[config.mk]
export PLATFORM = sky130hd
export DESIGN_NAME = gpio_port_regs
export DESIGN_NICKNAME = d
export VERILOG_FILES = /design/src/rtl/gpio_port_pkg.sv /design/src/rtl/gpio_addr_decode.sv /design/src/rtl/gpio_in_sync.sv /design/src/rtl/gpio_pin_cell.sv /design/src/rtl/gpio_port_regs.sv
export SDC_FILE = /design/constraint.sdc
export NUM_CORES = 1
export LEC_CHECK = 0
export BUFFER_PORTS_ARGS = -buffer_cell sky130_fd_sc_hd__buf_4
export CORE_AREA = 3 3 231 233
export CTS_CLUSTER_SIZE = 16
export DETAILED_ROUTE_END_ITERATION = 12
export DIE_AREA = 0 0 234 236
export PLACE_DENSITY = 0.76
export SETUP_SLACK_MARGIN = 0.3
export SLEW_MARGIN = 20
export SYNTH_ARGS = -nofsm -noshare
export SYNTH_HDL_FRONTEND = slang
export SYNTH_SLANG_ARGS = --single-unit
[constraint.sdc]
create_clock -name clk -period 2.7 [get_ports clk]
set_input_delay 0.405 -clock clk [delete_from_list [all_inputs] [get_ports clk]]
set_output_delay 0.405 -clock clk [all_outputs]
set_load 0.1 [all_outputs]
[src/rtl/gpio_port_pkg.sv]
// Shared constants and types for the GPIO port register file.
// Assumes a 12-bit byte offset space and word-aligned registers.
package gpio_port_pkg;

    localparam int ADDR_W = 12;
    localparam int DATA_W = 32;

    localparam logic [ADDR_W-1:0] OFF_OUT    = 12'h004;
    localparam logic [ADDR_W-1:0] OFF_OUTSET = 12'h008;
    localparam logic [ADDR_W-1:0] OFF_OUTCLR = 12'h00C;
    localparam logic [ADDR_W-1:0] OFF_IN     = 12'h010;
    localparam logic [ADDR_W-1:0] OFF_DIR    = 12'h014;
    localparam logic [ADDR_W-1:0] OFF_DIRSET = 12'h018;
    localparam logic [ADDR_W-1:0] OFF_DIRCLR = 12'h01C;
    localparam logic [ADDR_W-1:0] OFF_CFG    = 12'h200;

    localparam int PULL_W  = 2;
    localparam int DRIVE_W = 4;
    localparam int SENSE_W = 2;
    localparam int OWNER_W = 3;

    // Bits of a configuration word that hold storage
    localparam logic [DATA_W-1:0] CFG_USED = 32'h7003_0F0F;

    typedef enum logic [3:0] {
        SEL_NONE, SEL_OUT, SEL_OUTSET, SEL_OUTCLR, SEL_IN,
        SEL_DIR, SEL_DIRSET, SEL_DIRCLR, SEL_CFG
    } reg_sel_e;

    // Per-pin configuration apart from the shared direction bit
    typedef struct packed {
        logic [OWNER_W-1:0] owner;
        logic [SENSE_W-1:0] sense;
        logic [DRIVE_W-1:0] drive;
        logic [PULL_W-1:0]  pull;
        logic               in_off;
    } pin_cfg_t;

    // Build the bus image of one configuration word
    function automatic logic [DATA_W-1:0] pack_cfg(pin_cfg_t c, logic dir);
        logic [DATA_W-1:0] w;
        w        = '0;
        w[0]     = dir;
        w[1]     = c.in_off;
        w[3:2]   = c.pull;
        w[11:8]  = c.drive;
        w[17:16] = c.sense;
        w[30:28] = c.owner;
        return w;
    endfunction

endpackage

[src/rtl/gpio_addr_decode.sv]
// Address decoder: maps a byte offset to a register selector and a pin index.
// Assumes the configuration base is aligned to a multiple of 4*N_PINS.
module gpio_addr_decode
    import gpio_port_pkg::*;
#(
    parameter int N_PINS = 32,
    localparam int IDX_W = (N_PINS > 1) ? $clog2(N_PINS) : 1
) (
    input  logic [ADDR_W-1:0] addr,
    output reg_sel_e          sel,
    output logic [IDX_W-1:0]  idx
);
    localparam logic [ADDR_W-1:0] CFG_END = ADDR_W'(int'(OFF_CFG) + 4 * N_PINS);

    // Pick the register addressed by the offset
    always_comb begin
        sel = SEL_NONE;
        idx = addr[IDX_W+1:2];
        unique case (addr)
            OFF_OUT:    sel = SEL_OUT;
            OFF_OUTSET: sel = SEL_OUTSET;
            OFF_OUTCLR: sel = SEL_OUTCLR;
            OFF_IN:     sel = SEL_IN;
            OFF_DIR:    sel = SEL_DIR;
            OFF_DIRSET: sel = SEL_DIRSET;
            OFF_DIRCLR: sel = SEL_DIRCLR;
            default: begin
                if (addr >= OFF_CFG && addr < CFG_END && addr[1:0] == 2'b00)
                    sel = SEL_CFG;
            end
        endcase
    end
endmodule

[src/rtl/gpio_in_sync.sv]
// Two-flop synchroniser for the asynchronous pad levels.
// Assumes each bit is sampled independently (no bus coherency needed).
module gpio_in_sync #(
    parameter int W = 32
) (
    input  logic         clk,
    input  logic         rst_n,
    input  logic [W-1:0] d,
    output logic [W-1:0] q
);
    logic [W-1:0] stage1;
    logic [1:0]   age;

    // Shift pad levels through two flops
    always_ff @(posedge clk) begin
        if (!rst_n) begin
            stage1 <= '0;
            q      <= '0;
        end else begin
            stage1 <= d;
            q      <= stage1;
        end
    end

    // Count edges since reset so the latency check starts valid
    always_ff @(posedge clk) begin
        if (!rst_n)          age <= 2'd0;
        else if (age != 2'd2) age <= age + 2'd1;
    end

    // synchronised value is the pad value two edges earlier
    a_r7_two_cycle_latency: assert property (@(posedge clk) disable iff (!rst_n)
        (age == 2'd2) |-> (q == $past(d, 2)));
endmodule

[src/rtl/gpio_pin_cell.sv]
// Storage for one pin: output level, direction and configuration fields.
// Assumes the parent never raises a full-word config write together with
// a set or clear strobe for the same pin.
module gpio_pin_cell
    import gpio_port_pkg::*;
(
    input  logic     clk,
    input  logic     rst_n,
    input  logic     out_set,
    input  logic     out_clr,
    input  logic     dir_set,
    input  logic     dir_clr,
    input  logic     cfg_we,
    input  pin_cfg_t cfg_wval,
    input  logic     dir_wval,
    output logic     out_q,
    output logic     dir_q,
    output pin_cfg_t cfg_q
);
    localparam pin_cfg_t CFG_RST = '{owner: '0, sense: '0, drive: '0, pull: '0, in_off: 1'b1};

    // Output level register with set priority over clear
    always_ff @(posedge clk) begin
        if (!rst_n)       out_q <= 1'b0;
        else if (out_set) out_q <= 1'b1;
        else if (out_clr) out_q <= 1'b0;
    end

    // Direction bit shared by the port register and the config word
    always_ff @(posedge clk) begin
        if (!rst_n)       dir_q <= 1'b0;
        else if (cfg_we)  dir_q <= dir_wval;
        else if (dir_set) dir_q <= 1'b1;
        else if (dir_clr) dir_q <= 1'b0;
    end

    // Remaining configuration fields
    always_ff @(posedge clk) begin
        if (!rst_n)      cfg_q <= CFG_RST;
        else if (cfg_we) cfg_q <= cfg_wval;
    end

    // a set strobe leaves the output high
    a_r3_set_takes: assert property (@(posedge clk) disable iff (!rst_n)
        out_set |=> out_q);
    // a lone clear strobe leaves the output low
    a_r3_clr_takes: assert property (@(posedge clk) disable iff (!rst_n)
        (out_clr && !out_set) |=> !out_q);
    // direction strobes behave the same way
    a_r4_dir_set_takes: assert property (@(posedge clk) disable iff (!rst_n)
        (dir_set && !cfg_we) |=> dir_q);
    // a config write lands in the shared direction bit
    a_r5_cfg_dir_shared: assert property (@(posedge clk) disable iff (!rst_n)
        cfg_we |=> (dir_q == $past(dir_wval)));
endmodule

[src/rtl/gpio_port_regs.sv]
// GPIO port register file with per-pin secure masking.
// Assumes combinational reads, single-cycle writes and a stable
// secure_mask during an access; illegal accesses are dropped silently.
module gpio_port_regs
    import gpio_port_pkg::*;
#(
    parameter int N_PINS = 32,
    localparam int IDX_W = (N_PINS > 1) ? $clog2(N_PINS) : 1
) (
    input  logic                    clk,
    input  logic                    rst_n,
    input  logic                    bus_sel,
    input  logic                    bus_write,
    input  logic                    bus_secure,
    input  logic [ADDR_W-1:0]       bus_addr,
    input  logic [DATA_W-1:0]       bus_wdata,
    output logic [DATA_W-1:0]       rd_data,
    input  logic [N_PINS-1:0]       secure_mask,
    input  logic [N_PINS-1:0]       pad_in,
    output logic [N_PINS-1:0]       pin_out,
    output logic [N_PINS-1:0]       pin_dir,
    output logic [N_PINS-1:0]       pin_in_off,
    output logic [PULL_W*N_PINS-1:0]  pin_pull,
    output logic [DRIVE_W*N_PINS-1:0] pin_drive,
    output logic [SENSE_W*N_PINS-1:0] pin_sense,
    output logic [OWNER_W*N_PINS-1:0] pin_owner
);
    reg_sel_e            sel;
    logic [IDX_W-1:0]    idx;
    logic [N_PINS-1:0]   access_ok;
    logic [N_PINS-1:0]   wbits;
    logic [N_PINS-1:0]   in_sync;
    logic                wr_en;
    logic                rd_en;
    logic [N_PINS-1:0]   out_set, out_clr, dir_set, dir_clr, cfg_we;
    pin_cfg_t            cfg_arr [N_PINS];
    logic [DATA_W-1:0]   cfg_word [N_PINS];
    pin_cfg_t            cfg_wval;
    logic [DATA_W-1:0]   rd_mux;

    gpio_addr_decode #(.N_PINS(N_PINS)) u_dec (
        .addr (bus_addr),
        .sel  (sel),
        .idx  (idx)
    );

    gpio_in_sync #(.W(N_PINS)) u_sync (
        .clk   (clk),
        .rst_n (rst_n),
        .d     (pad_in),
        .q     (in_sync)
    );

    // Bus qualifiers and the per-pin permission for this access
    always_comb begin
        wr_en     = bus_sel && bus_write;
        rd_en     = bus_sel && !bus_write;
        access_ok = bus_secure ? '1 : ~secure_mask;
        wbits     = bus_wdata[N_PINS-1:0] & access_ok;
    end

    // Unpack write data into configuration fields
    always_comb begin
        cfg_wval.in_off = bus_wdata[1];
        cfg_wval.pull   = bus_wdata[3:2];
        cfg_wval.drive  = bus_wdata[11:8];
        cfg_wval.sense  = bus_wdata[17:16];
        cfg_wval.owner  = bus_wdata[30:28];
    end

    for (genvar i = 0; i < N_PINS; i++) begin : g_pin
        // Per-pin strobes derived from the decoded register and mask
        always_comb begin
            out_set[i] = wr_en && wbits[i] && (sel == SEL_OUT || sel == SEL_OUTSET);
            out_clr[i] = wr_en && access_ok[i] &&
                         ((sel == SEL_OUT && !bus_wdata[i]) || (sel == SEL_OUTCLR && bus_wdata[i]));
            dir_set[i] = wr_en && wbits[i] && (sel == SEL_DIR || sel == SEL_DIRSET);
            dir_clr[i] = wr_en && access_ok[i] &&
                         ((sel == SEL_DIR && !bus_wdata[i]) || (sel == SEL_DIRCLR && bus_wdata[i]));
            cfg_we[i]  = wr_en && sel == SEL_CFG && idx == IDX_W'(i) && access_ok[i];
        end

        gpio_pin_cell u_cell (
            .clk      (clk),
            .rst_n    (rst_n),
            .out_set  (out_set[i]),
            .out_clr  (out_clr[i]),
            .dir_set  (dir_set[i]),
            .dir_clr  (dir_clr[i]),
            .cfg_we   (cfg_we[i]),
            .cfg_wval (cfg_wval),
            .dir_wval (bus_wdata[0]),
            .out_q    (pin_out[i]),
            .dir_q    (pin_dir[i]),
            .cfg_q    (cfg_arr[i])
        );

        // Fan the stored fields out to the pad control ports
        always_comb begin
            pin_in_off[i]                   = cfg_arr[i].in_off;
            pin_pull[PULL_W*i +: PULL_W]    = cfg_arr[i].pull;
            pin_drive[DRIVE_W*i +: DRIVE_W] = cfg_arr[i].drive;
            pin_sense[SENSE_W*i +: SENSE_W] = cfg_arr[i].sense;
            pin_owner[OWNER_W*i +: OWNER_W] = cfg_arr[i].owner;
            cfg_word[i]                     = pack_cfg(cfg_arr[i], pin_dir[i]);
        end
    end

    // Read multiplexer with per-pin masking
    always_comb begin
        rd_mux = '0;
        case (sel)
            SEL_OUT, SEL_OUTSET, SEL_OUTCLR: rd_mux = DATA_W'(pin_out & access_ok);
            SEL_IN:                          rd_mux = DATA_W'(in_sync & ~pin_in_off & access_ok);
            SEL_DIR, SEL_DIRSET, SEL_DIRCLR: rd_mux = DATA_W'(pin_dir & access_ok);
            SEL_CFG:                         rd_mux = access_ok[idx] ? cfg_word[idx] : '0;
            default:                         rd_mux = '0;
        endcase
        rd_data = rd_en ? rd_mux : '0;
    end

    // a non-secure write never moves a secure pin's output or direction
    a_r9_ns_write_locked: assert property (@(posedge clk) disable iff (!rst_n)
        (wr_en && !bus_secure) |=>
        ((((pin_out ^ $past(pin_out)) | (pin_dir ^ $past(pin_dir))) & $past(secure_mask)) == '0));
    // a non-secure read shows no secure pin bits in the port registers
    a_r9_ns_read_zero: assert property (@(posedge clk) disable iff (!rst_n)
        (rd_en && !bus_secure && sel != SEL_CFG) |-> ((rd_data[N_PINS-1:0] & secure_mask) == '0));
    // locked configuration words read as zero
    a_r10_cfg_locked_read: assert property (@(posedge clk) disable iff (!rst_n)
        (rd_en && sel == SEL_CFG && !bus_secure && secure_mask[idx]) |-> (rd_data == '0));
    // reserved configuration bits always read zero
    a_r6_cfg_reserved_zero: assert property (@(posedge clk) disable iff (!rst_n)
        (rd_en && sel == SEL_CFG) |-> ((rd_data & ~CFG_USED) == '0));
    // unmapped offsets read zero
    a_r11_unmapped_zero: assert property (@(posedge clk) disable iff (!rst_n)
        (rd_en && sel == SEL_NONE) |-> (rd_data == '0));
    // disconnected inputs never appear in the input register
    a_r8_in_off_zero: assert property (@(posedge clk) disable iff (!rst_n)
        (rd_en && sel == SEL_IN) |-> ((rd_data[N_PINS-1:0] & pin_in_off) == '0));
endmodule

==> flow_metrics.tcl, run 1 <==
set metrics [dict create \
    status "finished with violations" \
    violations "negative setup slack" \
    rsz0062_at_grt "true" \
    slew_viol_final 0 \
    rrSetupSlack_ns 1.63 \
    netlist_instances 2992 \
    critPathLaunch "g_pin[16].u_cell.cfg_q[5]" \
    numCtsBuffers 56 \
    syn2layout_area_growth_pct 42.8 \
    postRouteAntennaNets 0 \
    critPathLaunchType "flip-flop" \
    switching_share_pct 25.0 \
    path_clk_slew_ns 0.06 \
    mappedNetlistArea_um2 26500 \
    core_um2 51400 \
    finalCriticalPeriod_ns 2.95 \
    drive_above_1_share_pct 36.9 \
    p_int_mw 13.1 \
    switchingPower_mw 4.36 \
    io_buffers 592 \
    viasPerCell 6.34 \
    path_max_fanout 3 \
    clock_latency_ns 0.60 \
    yosys.area.top_type "dfxtp_1" \
    reg2reg_depth 2 \
    ys_seq_elements 512 \
    combPwrFrac_pct 9.2 \
    synth_top_family_by_area "simple AND/OR/NAND/NOR gates" \
    start_util_pct 51.6 \
    p_clk_share_pct 47.2 \
    clockBufferDepth 3 \
    cp.required_ns 2.30 \
    hold_ws_ns 0.0133 \
    fin_skew_ns 0.00371 \
    ir_drop_mv 0.543 \
    ys_top_cells_by_area "dfxtp_1 (39%), mux2i_1 (12%), nand2_1 (8.0%)" \
    cts_max_level 2 \
    finalWirelength_um 127000 \
    hp-class "primary input to flip-flop" \
    final_area_um2 37900 \
    power_frac_seq_pct 43.6 \
    drt_iter0_drc 3515 \
    vias 28200 \
    first_pass_iters 8 \
    cp-endpoint "rd_data[10]" \
    grt_pass1_vias 27200 \
    num_rows 83 \
    synth_compound_area_share_pct 15.3 \
    drc 0 \
    hold_depth 2 \
    synth_xor_area_share_pct 0.0330 \
    r2r-end "g_pin[18].u_cell.out_q" \
    antenna_found_initial 0 \
    io_pins 593 \
    synthAdderAreaFrac_pct 0 \
    synthMuxAreaShare_pct 16.6 \
    synth_ff_type "dfxtp_1" \
    wl_per_cell_um 28.6 \
    crit_path_end_kind "output port" \
    worst_pin_slew_ns 0.631 \
    yosysWarnings 0 \
    antenna_cells 0 \
    cp.arrival_ns 2.54 \
    final_hold_viol_count 0 \
    synth-edff-count 0 \
    relSlewSlack_pct 57.9 \
    routabilityCongestion 0.984 \
    mostFrequentLayoutCell "buf_4" \
    crit_type "flip-flop to output port" \
    power_density_nw_per_um2 459 \
    drv_cap 0 \
    setup_ws_ns -0.246 \
    num-fill-cells 3629 \
    root_buffer "clkbuf_16" \
    syn_area_per_cell_um2 8.87 \
    regArea_um2 10400 \
    clock_sinks 512 \
    hpwl_um 89600 \
    r2r-start "g_pin[18].u_cell.out_q" \
    die_w_um 234 \
    period_share_pct 109 \
    grt_max_degree 117 \
    max_clock_freq_mhz 339 \
    async_reset_ff_share_pct 0 \
    setup_violations 32 \
    multi_input_area_um2 15800 \
    grt_pass1_wl_um 183000 \
    nets 3840 \
    overflow 0 \
    synth_cell_types 64 \
    layout_common_cells "buf_4 (869), nand2_1 (563), dfxtp_1 (451)" \
    die_h_um 236 \
    synth_top_area_share_pct 38.6 \
    grt_usage_pct 44.2 \
    dpl_cell_area_um2 33700 \
    dieArea_um2 55200 \
    synthSimpleGateAreaFrac_pct 22.8 \
    leakage_nw 15.3 \
    syn_nets 3105 \
    ys_seq_area_share_pct 38.6 \
    cts_tree "yes" \
]
==> metrics by stage <==
stage          setup slack [ns]  setup TNS, ns  cells  util [%]  power [mW]
5_1_grt                  -0.262          -4.51   4454      73.8        17.8
3_5_place_dp             -0.442         -11.32   4250      65.6        9.20
4_1_cts                  -0.248          -3.65   4443      73.3        17.3
2_1_floorplan            -0.561         -11.78   2992         -        8.55
3_3_place_gp             -0.399          -9.70   4250      65.6        9.19
6_report                 -0.246          -3.30   4454      73.8        17.4
==> cell type report <==
cell class	instances	area share [%]
Clock buffer	76	4.29
Tap cell	680	2.24
Sequential cell	512	27.3
Timing Repair Buffer	1016	23.5
Clock inverter	29	0.907
Multi-Input combinational cell	2137	41.7
Inverter	4	0.0396
==> Yosys cell counts (17+ instances only) <==
cell type  number
nand2_1       564
dfxtp_1       512
mux2i_1       319
nor2b_1       215
clkbuf_1      177
a21boi_0      166
o21ai_0       107
buf_4          92
and2_1         69
nand3_1        62
nor2_1         56
nor3b_1        51
buf_2          47
mux4_2         45
nand2b_1       45
and3_1         44
a21oi_1        39
a22oi_1        37
o31a_1         37
a21boi_1       30
a31oi_1        25
nor3_1         25
a32o_1         24
a2111oi_2      19
o22ai_1        18
mux2_2         17
==> per-layer routing <==
layer	share of wire [%]	track usage, %
met1	37	55.7
met4	7.0	24.3
met2	45	69.5
met5	0	0
met3	11	10.7
==> worst max-delay path, cell delays in order (launching register included) <==
cell and delay [ns]:
dfxtp_1 0.42, mux2i_1 0.16, a22o_1 0.23, a2111oi_4 0.33, buf_4 0.19, nor3_1 0.04
buf_4 0.16, o22ai_4 0.17, buf_12 0.20
==> power by group through the flow <==
| stage | Clock (mW) | Sequential, mW | Combinational (mW) |
|---|---|---|---|
| after floorplan | 0 | 7.77 | 0.774 |
| after global placement | 0 | 7.78 | 1.41 |
| after detailed placement | 0 | 7.78 | 1.43 |
| after CTS | 8.20 | 7.60 | 1.54 |
| after global routing | 8.50 | 7.60 | 1.65 |
| final | 8.22 | 7.60 | 1.60 |
==> state kept, by name, indices dropped and copies added, names as in the netlist <==
register,count
g_pin.u_cell.dir_q,32
u_sync.q,32
g_pin.u_cell.cfg_q,384
u_sync.stage1,32
g_pin.u_cell.out_q,32
==> cell families after synthesis <==
| family | after synthesis |
|---|---|
| AO/OA/AOI/OAI | 557 |
| XOR/XNOR | 1 |
| buffers and inverters | 343 |
| flip-flops | 512 |
| multiplexers | 381 |
| AND/OR/NAND/NOR | 1198 |
==> repair_timing <==
| action | CTS | global route |
|---|---|---|
| hold endpoints to repair | 19 | 0 |
| resized for setup | 294 | 32 |
| hold buffers | 19 | 0 |
| cloned | 5 | 0 |
| setup buffers | 64 | 11 |
| setup endpoints to repair | 32 | 32 |
| pin swaps | 64 | 31 |
==> how the worst min path moves through the flow <==
stage,startpoint,to
floorplan,u_sync.stage1[0],u_sync.q[0]
global placement,u_sync.stage1[27],u_sync.q[27]
detailed placement,u_sync.stage1[18],u_sync.q[18]
global route,pad_in[12],u_sync.stage1[12]
finish,pad_in[15],u_sync.stage1[15]
CTS,pad_in[9],u_sync.stage1[9]
No activity file was read; power rests on OpenSTA's default activity.
==> run 2, diff against run 1 <==
Settings changed: BUFFER_PORTS_ARGS -buffer_cell sky130_fd_sc_hd__buf_4 to -buffer_cell sky130_fd_sc_hd__buf_2, CELL_PAD_IN_SITES_DETAIL_PLACEMENT from default to 0, CELL_PAD_IN_SITES_GLOBAL_PLACEMENT from default to 2, CORE_AREA 3 3 231 233 to default, CORE_MARGIN from default to 3, CORE_UTILIZATION from default to 33, DIE_AREA 0 0 234 236 to default, PLACE_DENSITY 0.76 to default, PLACE_DENSITY_LB_ADDON from default to 0.1.
==> flow_metrics.tcl, run 2 (synthesized netlist as in run 1, its figures left out) <==
set metrics [dict create \
    dp_worst_setup_slack_ns -0.665 \
    status "finished with violations" \
    multi_input_area_um2 15800 \
    grt_usage_pct 32.6 \
    syn2layout_area_growth_pct 44.4 \
    power_density_nw_per_um2 466 \
    grt_pass1_wl_um 197000 \
    largest-register "g_pin.u_cell.cfg_q" \
    hp-class "primary input to flip-flop" \
    clock_latency_ns 0.66 \
    mostFrequentLayoutCell "nand2_1" \
    cp.required_ns 2.30 \
    path_max_fanout 3 \
    antenna_found_initial 6 \
    slew_viol_final 0 \
    cts_tree "yes" \
    period_share_pct 114 \
    leakage_nw 15.8 \
    rsz0062_at_grt "true" \
    setup_violations 32 \
    relSlewSlack_pct 50.3 \
    numCtsBuffers 61 \
    wl_per_cell_um 29.1 \
    slowest_stage "mux4_2" \
    dieArea_um2 83900 \
    start_util_pct 33.4 \
    cp.arrival_ns 2.66 \
    finalWirelength_um 143000 \
    die_h_um 290 \
    grt_pass1_vias 26300 \
    cp_top_family "multiplexers" \
    routabilityCongestion 0.982 \
    utilization_pct 48.3 \
    crit_path_end_kind "output port" \
    num_rows 103 \
    regArea_um2 10400 \
    crit_cells 6 \
    vias 27100 \
    io_pins 593 \
    grt_max_degree 85 \
    clockBufferDepth 3 \
    clock_sinks 512 \
    crit_type "flip-flop to output port" \
    slowest_delay_ns 0.49 \
    largest_reg_flops 384 \
    instances_no_fill 4905 \
    overflow 0 \
    num-fill-cells 7650 \
    hold_depth 3 \
    die_w_um 290 \
    layout_common_cells "nand2_1 (563), buf_2 (552), dfxtp_1 (417)" \
    final_hold_viol_count 0 \
    finalCriticalPeriod_ns 3.07 \
    postRouteAntennaNets 0 \
    path_buf_inv 2 \
    core_um2 79400 \
    cts_max_level 2 \
    ir_drop_mv 0.529 \
    max_clock_freq_mhz 326 \
    reg2reg_depth 3 \
    place_inst 4675 \
    root_buffer "clkbuf_16" \
    fin_skew_ns 0.0301 \
    cp_cell_sequence "mux4_2 > a22o_4 > nor4_4 > buf_4 > o22ai_4 > buf_12" \
    path_clk_slew_ns 0.06 \
    nets 3915 \
    first_pass_iters 5 \
    io_buffers 592 \
    drc 0 \
    viasPerCell 5.52 \
    drive_above_1_share_pct 38.5 \
    critPathLaunchType "flip-flop" \
    setup_ws_ns -0.366 \
    violations "negative setup slack" \
    hpwl_um 107000 \
    drv_cap 0 \
    drt_iter0_drc 2204 \
    worst_pin_slew_ns 0.745 \
    hold_ws_ns 0.0511 \
    final_area_um2 38300 \
    dpl_cell_area_um2 33800 \
]
[run 2: cell type report]
| cell class | count | area share (%) |
|---|---|---|
| repair buffers | 1086 | 22.7 |
| diodes | 2 | 0.0131 |
| inverters | 4 | 0.0392 |
| multi-input cells | 2137 | 41.3 |
| well taps | 1050 | 3.43 |
| flip-flops and latches | 512 | 27.1 |
| clock buffers | 84 | 4.55 |
| clock inverters | 30 | 0.793 |
[run 2: what timing repair did]
| item | CTS | global route |
|---|---|---|
| hold buffers | 32 | 0 |
| gates resized for setup | 255 | 96 |
| endpoints found under the hold margin | 32 | 0 |
| pin swaps | 64 | 42 |
| buffers inserted | 61 | 10 |
| endpoints found under the setup margin | 32 | 45 |
| gates cloned | 10 | 1 |
[run 2: worst min-delay path: stages]
cell,delay (ns)
buf_2,0.13
nand2_1,0.06
a31oi_1,0.07
[run 2: path summary, 6_finish.rpt]
check	endpoint	slack, ns	startpoint
max	rd_data[11]	-0.37	g_pin[27].u_cell.cfg_q[6]
min	g_pin[6].u_cell.dir_q	0.05	bus_wdata[6]
max reg2reg	g_pin[10].u_cell.dir_q	1.70	g_pin[10].u_cell.dir_q
min reg2reg	u_sync.q[24]	0.43	u_sync.stage1[24]
[run 2: through the flow]
step	TNS, ns	power [mW]
final	-3.75	17.9
after global routing	-5.07	18.4
after CTS	-4.40	18.0
after detailed placement	-13.47	9.35
after global placement	-16.09	9.35
after floorplan	-11.78	8.55
[run 2: per-layer routing]
layer	part of all wire [%]	GRT usage (%)	vias to the layer above
li1	-	-	12000
met1	42	43.5	13500
met2	46	52.9	1254
met3	6.9	5.12	269
met4	4.5	12.6	4
met5	0.018	0	-
[run 2: power breakdown]
| group | switching, mW | internal, mW | total [mW] |
|---|---|---|---|
| sequential | 0.0202 | 7.59 | 7.61 |
| combinational | 1.02 | 0.732 | 1.76 |
| clock | 3.67 | 4.83 | 8.50 |
| total | 4.72 | 13.2 | 17.9 |
